## src/rtl/asc_pkg.sv

```systemverilog
package asc_pkg;
   localparam int REG_W   = 8;
   localparam int ADDR_W  = 3;
   localparam int FRAME_W = 13;   // start + 8 data + mp + parity + 2 stop
   localparam int RBUF_W  = 11;   // 8 data + mp + parity + 1 stop

   localparam logic [ADDR_W-1:0] A_CTLA = 3'd0;
   localparam logic [ADDR_W-1:0] A_CTLB = 3'd1;
   localparam logic [ADDR_W-1:0] A_STAT = 3'd2;
   localparam logic [ADDR_W-1:0] A_TXD  = 3'd3;
   localparam logic [ADDR_W-1:0] A_RXD  = 3'd4;

   typedef struct packed {
      logic dbits8;
      logic parity;
      logic stop2;
   } fmt_t;

   typedef enum logic [1:0] {RX_IDLE, RX_START, RX_DATA} rx_st_t;
endpackage

```

## src/rtl/asc_baud.sv

```systemverilog
module asc_baud #(
   parameter int PRE_LO = 10,
   parameter int PRE_HI = 30,
   parameter int SYNC   = 2
) (
   input  logic       clk,
   input  logic       rst_n,
   input  logic       pre_sel,
   input  logic [2:0] ss,
   input  logic       ext_clk,
   output logic       tick
);
   localparam int DIV_W = $clog2(PRE_HI) + 8;

   logic [DIV_W-1:0] cnt, base, limit;
   logic [SYNC:0]    ext_sh;
   logic             use_ext, int_tick, ext_rise;

   assign use_ext  = (ss == 3'd7);
   assign base     = pre_sel ? DIV_W'(PRE_HI) : DIV_W'(PRE_LO);
   assign limit    = base << ss;
   assign int_tick = !use_ext && (cnt >= limit - 1'b1);
   assign ext_rise = ext_sh[SYNC-1] && !ext_sh[SYNC];
   assign tick     = use_ext ? ext_rise : int_tick;

   always_ff @(posedge clk or negedge rst_n) begin
      if (!rst_n) begin
         cnt    <= '0;
         ext_sh <= '0;
      end else begin
         ext_sh <= {ext_sh[SYNC-1:0], ext_clk};
         if (use_ext || int_tick) cnt <= '0;
         else                     cnt <= cnt + 1'b1;
      end
   end

   // the sampling tick is never high in two cycles in a row
   a_r2_tick_gap: assert property (@(posedge clk) disable iff (!rst_n)
      tick |=> !tick);
endmodule

```

## src/rtl/asc_tx.sv

```systemverilog
module asc_tx
   import asc_pkg::*;
#(
   parameter int OVS_LO = 16,
   parameter int OVS_HI = 64
) (
   input  logic       clk,
   input  logic       rst_n,
   input  logic       tick,
   input  logic       ovs_sel,
   input  logic       tx_en,
   input  logic       cts_n,
   input  logic       tdr_full,
   input  logic [7:0] tdr,
   input  fmt_t       fmt,
   input  logic       mp_en,
   input  logic       mp_bit,
   input  logic       par_odd,
   output logic       take,
   output logic       txd
);
   localparam int CNT_W = $clog2(OVS_HI);

   logic [FRAME_W-1:0] frame, sh;
   logic [3:0]         nb, left;
   logic [CNT_W-1:0]   cnt, last;
   logic [7:0]         dmask;
   logic               busy;

   assign last  = ovs_sel ? CNT_W'(OVS_HI-1) : CNT_W'(OVS_LO-1);
   assign dmask = fmt.dbits8 ? tdr : {1'b0, tdr[6:0]};

   // Build the whole frame, LSB goes out first
   always_comb begin
      logic [3:0] pos;
      frame    = '1;
      frame[0] = 1'b0;
      pos      = 4'd1;
      for (int i = 0; i < 8; i++) begin
         if (i < 7 || fmt.dbits8) begin
            frame[pos] = tdr[i];
            pos = pos + 4'd1;
         end
      end
      if (mp_en) begin
         frame[pos] = mp_bit;
         pos = pos + 4'd1;
      end
      if (fmt.parity) begin
         frame[pos] = (^dmask) ^ par_odd;
         pos = pos + 4'd1;
      end
      nb = pos + (fmt.stop2 ? 4'd2 : 4'd1);
   end

   assign take = tick && !busy && tdr_full && tx_en && !cts_n;
   assign txd  = busy ? sh[0] : 1'b1;

   always_ff @(posedge clk or negedge rst_n) begin
      if (!rst_n) begin
         busy <= 1'b0;
         sh   <= '1;
         left <= '0;
         cnt  <= '0;
      end else if (take) begin
         busy <= 1'b1;
         sh   <= frame;
         left <= nb;
         cnt  <= '0;
      end else if (busy && tick) begin
         if (cnt == last) begin
            cnt <= '0;
            if (left == 4'd1) busy <= 1'b0;
            else begin
               sh   <= {1'b1, sh[FRAME_W-1:1]};
               left <= left - 4'd1;
            end
         end else begin
            cnt <= cnt + 1'b1;
         end
      end
   end

   // every frame opens with a low start bit
   a_r1_start_low: assert property (@(posedge clk) disable iff (!rst_n)
      $rose(busy) |-> (txd == 1'b0));
   // the line only moves on sampling ticks
   a_r1_line_steady: assert property (@(posedge clk) disable iff (!rst_n)
      (busy && !tick) |=> $stable(txd));
endmodule

```

## src/rtl/asc_rx.sv

```systemverilog
module asc_rx
   import asc_pkg::*;
#(
   parameter int OVS_LO = 16,
   parameter int OVS_HI = 64,
   parameter int SYNC   = 2
) (
   input  logic       clk,
   input  logic       rst_n,
   input  logic       tick,
   input  logic       ovs_sel,
   input  logic       rx_en,
   input  logic       dcd_n,
   input  logic       rxd,
   input  fmt_t       fmt,
   input  logic       mp_en,
   input  logic       par_odd,
   output logic       done,
   output logic [7:0] data,
   output logic       mp,
   output logic       perr,
   output logic       ferr
);
   localparam int CNT_W = $clog2(OVS_HI);

   logic [SYNC-1:0]   sync_q;
   logic              rxd_s;
   rx_st_t            st;
   logic [CNT_W-1:0]  cnt, last, half;
   logic [3:0]        idx, db, par_pos, stop_pos;
   logic [RBUF_W-1:0] rbuf;

   genvar g;
   generate
      for (g = 0; g < SYNC; g++) begin : g_sync
         always_ff @(posedge clk or negedge rst_n) begin
            if (!rst_n) sync_q[g] <= 1'b1;
            else        sync_q[g] <= (g == 0) ? rxd : sync_q[(g == 0) ? 0 : g-1];
         end
      end
   endgenerate
   assign rxd_s = sync_q[SYNC-1];

   assign last     = ovs_sel ? CNT_W'(OVS_HI-1)   : CNT_W'(OVS_LO-1);
   assign half     = ovs_sel ? CNT_W'(OVS_HI/2-1) : CNT_W'(OVS_LO/2-1);
   assign db       = fmt.dbits8 ? 4'd8 : 4'd7;
   assign par_pos  = db + {3'd0, mp_en};
   assign stop_pos = par_pos + {3'd0, fmt.parity};

   assign data = fmt.dbits8 ? rbuf[7:0] : {1'b0, rbuf[6:0]};
   assign mp   = mp_en && rbuf[db];
   assign perr = fmt.parity && (rbuf[par_pos] != ((^data) ^ par_odd));
   assign ferr = !rbuf[stop_pos];

   always_ff @(posedge clk or negedge rst_n) begin
      if (!rst_n) begin
         st   <= RX_IDLE;
         cnt  <= '0;
         idx  <= '0;
         rbuf <= '1;
         done <= 1'b0;
      end else begin
         done <= 1'b0;
         if (tick) begin
            case (st)
               RX_IDLE: if (rx_en && !dcd_n && !rxd_s) begin
                  st  <= RX_START;
                  cnt <= '0;
               end
               RX_START: if (cnt == half) begin
                  cnt <= '0;
                  idx <= '0;
                  st  <= rxd_s ? RX_IDLE : RX_DATA;   // high at mid-bit: glitch
               end else cnt <= cnt + 1'b1;
               RX_DATA: if (cnt == last) begin
                  cnt       <= '0;
                  rbuf[idx] <= rxd_s;
                  if (idx == stop_pos) begin
                     st   <= RX_IDLE;
                     done <= 1'b1;
                  end else idx <= idx + 4'd1;
               end else cnt <= cnt + 1'b1;
               default: st <= RX_IDLE;
            endcase
         end
      end
   end

   // a character completes only by leaving the data state
   a_r6_done_from_data: assert property (@(posedge clk) disable iff (!rst_n)
      $rose(done) |-> ($past(st) == RX_DATA));
endmodule

```

## src/rtl/async_serial_chan.sv

```systemverilog
module async_serial_chan
   import asc_pkg::*;
#(
   parameter int PRE_LO      = 10,
   parameter int PRE_HI      = 30,
   parameter int OVS_LO      = 16,
   parameter int OVS_HI      = 64,
   parameter int SYNC_STAGES = 2
) (
   input  logic       clk,
   input  logic       rst_n,
   input  logic [2:0] addr,
   input  logic       wr_en,
   input  logic [7:0] wdata,
   input  logic       rd_en,
   output logic [7:0] rdata,
   output logic       txd,
   input  logic       rxd,
   output logic       rts_n,
   input  logic       cts_n,
   input  logic       dcd_n,
   input  logic       ext_clk,
   output logic       rx_irq,
   output logic       tx_irq
);
   generate
      if (OVS_LO < 4 || OVS_HI < OVS_LO || (OVS_LO % 2) != 0)
         $error("sampling ratios must be even, at least 4 and ordered");
      if (PRE_LO < 2 || PRE_HI < PRE_LO)
         $error("prescale values must be at least 2 and ordered");
      if (SYNC_STAGES < 2)
         $error("at least two synchroniser stages are needed");
   endgenerate

   logic [4:0]       ctla_hi;     // mp_en, rx_en, tx_en, rts, (unused slot)
   logic [2:0]       mode;
   logic [REG_W-1:0] ctlb, tdr, rdr;
   logic             tdr_full, rx_full, ovr, pe, fe, rx_ie, tx_ie, mpr;
   logic             wr_a, wr_txd, wr_stat, rd_rxd, accept;
   logic             tick, tx_take, rx_done, rx_mp, rx_perr, rx_ferr;
   logic [7:0]       rx_data;
   fmt_t             fmt;

   logic mp_en, rx_en, tx_en;
   assign mp_en = ctla_hi[4];
   assign rx_en = ctla_hi[3];
   assign tx_en = ctla_hi[2];
   assign rts_n = ctla_hi[1];
   assign fmt   = fmt_t'(mode);

   assign wr_a    = wr_en && (addr == A_CTLA);
   assign wr_txd  = wr_en && (addr == A_TXD);
   assign wr_stat = wr_en && (addr == A_STAT);
   assign rd_rxd  = rd_en && (addr == A_RXD);
   assign accept  = rx_done && !(mp_en && !rx_mp);

   asc_baud #(.PRE_LO(PRE_LO), .PRE_HI(PRE_HI), .SYNC(SYNC_STAGES)) u_baud (
      .clk(clk), .rst_n(rst_n), .pre_sel(ctlb[5]), .ss(ctlb[2:0]),
      .ext_clk(ext_clk), .tick(tick));

   asc_tx #(.OVS_LO(OVS_LO), .OVS_HI(OVS_HI)) u_tx (
      .clk(clk), .rst_n(rst_n), .tick(tick), .ovs_sel(ctlb[3]),
      .tx_en(tx_en), .cts_n(cts_n), .tdr_full(tdr_full), .tdr(tdr),
      .fmt(fmt), .mp_en(mp_en), .mp_bit(ctlb[7]), .par_odd(ctlb[4]),
      .take(tx_take), .txd(txd));

   asc_rx #(.OVS_LO(OVS_LO), .OVS_HI(OVS_HI), .SYNC(SYNC_STAGES)) u_rx (
      .clk(clk), .rst_n(rst_n), .tick(tick), .ovs_sel(ctlb[3]),
      .rx_en(rx_en), .dcd_n(dcd_n), .rxd(rxd), .fmt(fmt), .mp_en(mp_en),
      .par_odd(ctlb[4]), .done(rx_done), .data(rx_data), .mp(rx_mp),
      .perr(rx_perr), .ferr(rx_ferr));

   always_ff @(posedge clk or negedge rst_n) begin
      if (!rst_n) begin
         ctla_hi  <= 5'b00010;
         mode     <= '0;
         ctlb     <= '0;
         tdr      <= '0;
         tdr_full <= 1'b0;
         rdr      <= '0;
         rx_full  <= 1'b0;
         ovr      <= 1'b0;
         pe       <= 1'b0;
         fe       <= 1'b0;
         rx_ie    <= 1'b0;
         tx_ie    <= 1'b0;
         mpr      <= 1'b0;
      end else begin
         if (wr_a) begin
            ctla_hi <= {wdata[7:4], 1'b0};
            mode    <= wdata[2:0];
            if (!wdata[3]) begin
               ovr <= 1'b0;
               pe  <= 1'b0;
               fe  <= 1'b0;
            end
         end
         if (wr_en && addr == A_CTLB) ctlb <= wdata;
         if (wr_stat) begin
            rx_ie <= wdata[3];
            tx_ie <= wdata[0];
         end
         if (tx_take) tdr_full <= 1'b0;
         if (wr_txd) begin
            tdr      <= wdata;
            tdr_full <= 1'b1;
         end
         if (rd_rxd) rx_full <= 1'b0;
         if (accept) begin
            if (rx_full && !rd_rxd) ovr <= 1'b1;
            else begin
               rdr     <= rx_data;
               rx_full <= 1'b1;
               mpr     <= rx_mp;
               if (rx_perr) pe <= 1'b1;
               if (rx_ferr) fe <= 1'b1;
            end
         end
      end
   end

   always_comb begin
      case (addr)
         A_CTLA:  rdata = {ctla_hi[4:1], mpr, mode};
         A_CTLB:  rdata = ctlb;
         A_STAT:  rdata = {rx_full, ovr, pe, fe, rx_ie, dcd_n, !tdr_full, tx_ie};
         A_RXD:   rdata = rdr;
         default: rdata = '0;
      endcase
   end

   assign rx_irq = rx_ie && (rx_full || ovr || pe || fe);
   assign tx_irq = tx_ie && !tdr_full;

   // an overrun keeps the held character and raises the flag
   a_r7_overrun_keep: assert property (@(posedge clk) disable iff (!rst_n)
      (accept && rx_full && !rd_rxd) |=> (ovr && $stable(rdr)));
   // the error-clear write empties the error flags
   a_r8_err_clear: assert property (@(posedge clk) disable iff (!rst_n)
      (wr_a && !wdata[3] && !rx_done) |=> !(ovr || pe || fe));
   // a frame with multiprocessor bit 0 changes nothing
   a_r9_mp_drop: assert property (@(posedge clk) disable iff (!rst_n)
      (rx_done && mp_en && !rx_mp && !rd_rxd) |=> ($stable(rx_full) && $stable(rdr)));
   // a character taken by the shifter empties the holding register
   a_r5_tx_empty: assert property (@(posedge clk) disable iff (!rst_n)
      (tx_take && !wr_txd) |=> !tdr_full);
endmodule

```

## config.mk

```make
export PLATFORM = sky130hd
export DESIGN_NAME = async_serial_chan
export DESIGN_NICKNAME = d
export VERILOG_FILES = /design/src/rtl/asc_pkg.sv /design/src/rtl/asc_baud.sv /design/src/rtl/asc_tx.sv /design/src/rtl/asc_rx.sv /design/src/rtl/async_serial_chan.sv
export SDC_FILE = /design/constraint.sdc
export NUM_CORES = 1
export LEC_CHECK = 0
export BUFFER_PORTS_ARGS = -buffer_cell sky130_fd_sc_hd__buf_2
export CORE_MARGIN = 2
export CORE_UTILIZATION = 56
export DETAILED_ROUTE_END_ITERATION = 6
export GPL_TIMING_DRIVEN = 0
export PLACE_DENSITY = 0.77
export SYNTH_ARGS = -nofsm -noshare
export SYNTH_HDL_FRONTEND = slang
export SYNTH_SLANG_ARGS = --single-unit
```

## constraint.sdc

```tcl
create_clock -name clk -period 3.25 [get_ports clk]
set_input_delay 0.4875 -clock clk [delete_from_list [all_inputs] [get_ports clk]]
set_output_delay 0.4875 -clock clk [all_outputs]
set_load 0.1 [all_outputs]
```

==> impl_metrics.yaml <==
run_status:
  status: "finished clean"
layout:
  area_growth_pct: 13.4
  nets: 713
  utilization: 0.645
  fillers: 805
  antenna_cells: 0
  drive_gt1_frac: 0.256
  fin_cells: 805
timing:
  final-hold-violation-count: 0
  setup_ws_ns: 0.0230
  rsz0062_at_grt: "yes"
  skew_ns: 0.0113
  relSlewSlack: 0.417
  setup_viol: 0
  post-route-min-period_ns: 3.23
  tns_ns: 0
  finalCritPeriodShare: 0.993
  finalMaxSlewViolations: 0
  max_clock_freq_mhz: 310
  tightest_slew_ns: 0.872
detailed_routing:
  first_pass_iters: 5
  ant_nets: 0
  first_iter_violations: 427
  viasPerCell: 6.10
  wl_per_cell_um: 18.1
  route.vias.total: 4913
  drt_wl_total_um: 14600
  drcViolationCount: 0
floorplan:
  fp.dieW_um: 109
  dieHeight_um: 109
  die_area_mm2: 0.0118
  core_area_mm2: 0.0108
  ios: 31
  initial_utilization: 0.569
  rows: 38
logic_synthesis:
  synth_top_family_by_area: "simple AND/OR/NAND/NOR gates"
  yosysWarnings: 0
  syn_area_mm2: 0.00614
  synth_compound_area_frac: 0.143
  synth_edf_count: 0
  ys_ff_latch: 104
  synth-adder-area-share: 0.0705
  synth_seq_area_share: 0.429
  synth.area.mux_share: 0.106
  yosys.cell_types.count: 72
  async_flop_share: 1.00
  synthSimpleGateAreaFrac: 0.163
  netlist_instances: 612
  synth_fp_nets: 665
  synthXorXnorAreaFrac: 0.0548
  synth-main-ff-cell: "dfrtp_1"
  syn_area_per_cell_um2: 10.0
critical_path:
  crit_required_ns: 3.52
  arrival_ns: 3.50
  endpoint_kind: "flip-flop"
  reg2reg_to: "u_rx.st[0]$_DFFE_PN0P_"
  cp_max_fo: 4
  reg2reg_slack_ns: 0.02
  critPathKind: "flip-flop to flip-flop"
  critPathLaunch: "ctlb[1]$_DFFE_PN0P_"
  reg2reg_depth: 12
  critPathLaunchType: "flip-flop"
  reg2reg_from: "ctlb[1]$_DFFE_PN0P_"
placement:
  io_buffers: 30
  pre_cts_ws_ns: -0.567
  place_inst: 783
  place_hpwl_um: 10300
  place_congestion: 0.904
pwr:
  irDropWorstVdd_mv: 0.377
  power_w: 0.00380
  power_density_mw_per_mm2: 546
  power.leakage_nw: 3.05
cts:
  cts_htree_levels: 3
  postCtsHoldBufs: 0
  cts-root-buf: "clkbuf_8"
  cts_buffers: 9
  insertion_delay_ns: 0.38
  cts_tree: "built"
  clock_path_buffers: 2
  clk_pin_slew_worst_paths_ns: 0.11
  cts_num_sinks: 104
global_routing:
  antenna_found_initial: 0
  grt_first_pass_wirelength_um: 23500
  grt_max_degree: 62
  track_usage: 0.255
  grt-ovfl-total: 0
  grt_pass1_vias: 4697
worst_hold_path:
  worstHoldPathType: "input pin to asynchronous set/reset pin"
run:
  max-cap-violations: 0
==> cell families (layout without fill, tap and decap cells) <==
group                      after synthesis  after routing
xor gates and xnor gates                36             36
adders and majority gates               34             34
and+or+nand+nor                        196            196
muxes                                   56             56
buffers and inverters                   54            107
DFF                                    104            104
other                                    1              1
AOI/OAI and AO/OA                      131            131
==> sequential cells by signal, indices dropped and copies added (netlist names), 2 cells and up <==
name           count
ctla_hi            4
ctlb               8
fmt                3
rdr                8
tdr                8
u_baud.cnt        13
u_baud.ext_sh      3
u_rx.cnt           6
u_rx.idx           4
u_rx.rbuf         11
u_rx.st            2
u_tx.cnt           6
u_tx.left          4
u_tx.sh           12
==> metrics by stage <==
| stage | cell area [um2] | hold slack, ns |
|---|---|---|
| floorplan | 6150 | 0.192 |
| global placement | 6480 | 0.333 |
| detailed placement | 6510 | 0.340 |
| CTS | 6860 | 0.0905 |
| global route | 6970 | 0.122 |
| finish | 6970 | 0.0796 |
==> worst max-delay path by stage <==
stage / end / slack (ns)
after floorplan: u_tx.sh[9]$_DFFE_PN1P_ / 0.04
after global placement: u_tx.busy$_DFFE_PN0P_ / -0.49
after detailed placement: u_tx.busy$_DFFE_PN0P_ / -0.57
after CTS: u_rx.st[0]$_DFFE_PN0P_ / 0.004
after global routing: u_rx.st[0]$_DFFE_PN0P_ / -0.04
final: u_rx.st[0]$_DFFE_PN0P_ / 0.02
==> cells in the mapped netlist, drive strengths merged (5+ instances only) <==
master,n,area [um2]
a21oi,23,115
mux2i,14,140
nor2,44,165
xor2,13,121
inv,27,101
nand2,53,199
nand4,16,100
nand2b,5,31.3
xnor2,22,193
nor3,9,50.1
ha,33,413
nand3,20,100
a22o,8,71.3
buf,8,37.5
mux2,39,443
clkbuf,19,71.3
a31oi,6,37.5
dfrtp,78,1950
dfstp,26,683
o2bb2ai,9,78.8
o21ai,47,239
nor2b,12,75.1
and3,12,76.3
a22oi,12,90.1
or3,5,31.3
==> cell type report <==
class / instances / area, um2 / share of cell area
Clock inverter: 6 / 53.8 / 0.00772
Buffer: 21 / 115 / 0.0165
Timing Repair Buffer: 43 / 275 / 0.0395
Tap cell: 140 / 175 / 0.0251
Multi-Input combinational cell: 454 / 3460 / 0.496
Sequential cell: 104 / 2640 / 0.379
Clock buffer: 10 / 149 / 0.0214
Inverter: 27 / 101 / 0.0145
==> cell usage in the layout (no fill, tap or decap), drive strengths merged, types with 13 or more instances in the layout <==
cell type  synthesis  final
nand4             16     16
dfrtp             78     78
o21ai             47     47
nor2              44     44
ha                33     33
mux2              39     39
xor2              13     13
a21oi             23     23
dfstp             26     26
inv               27     32
buf                8     51
mux2i             14     14
clkbuf            19     23
nand3             20     20
nand2             53     53
xnor2             22     22
==> power by group <==
| part | leakage, nW | internal [W] | switching, W |
|---|---|---|---|
| Sequential | 1.24 | 0.00145 | 0.000168 |
| Combinational | 1.71 | 0.000581 | 0.000762 |
| Clock | 0.101 | 0.000342 | 0.000501 |
==> per-layer routing <==
metal / global-route usage / up-vias / part of all wire
li1: - / 2295 / -
met1: 0.347 / 2448 / 0.45
met3: 0.0454 / 20 / 0.048
met4: 0.0916 / 0 / 0.020
met5: 0 / - / 0
met2: 0.409 / 150 / 0.48
==> critical path: stages, from the launching register on <==
cell	delay (ns)
dfrtp_1	0.43
or3_4	0.42
ha_4	0.18
buf_6	0.11
xnor2_2	0.12
ha_1	0.34
a211oi_2	0.23
o21ai_2	0.11
a211oi_4	0.39
a21o_2	0.25
buf_6	0.15
a2111oi_4	0.05
mux2_4	0.33
==> repair_timing <==
action,in CTS,in global routing
cloned,0,1
pin swaps,9,8
hold endpoints to repair,0,0
resized for setup,27,27
buffers inserted,10,2
setup endpoints to repair,58,51
(Power assumes the default switching activity.)
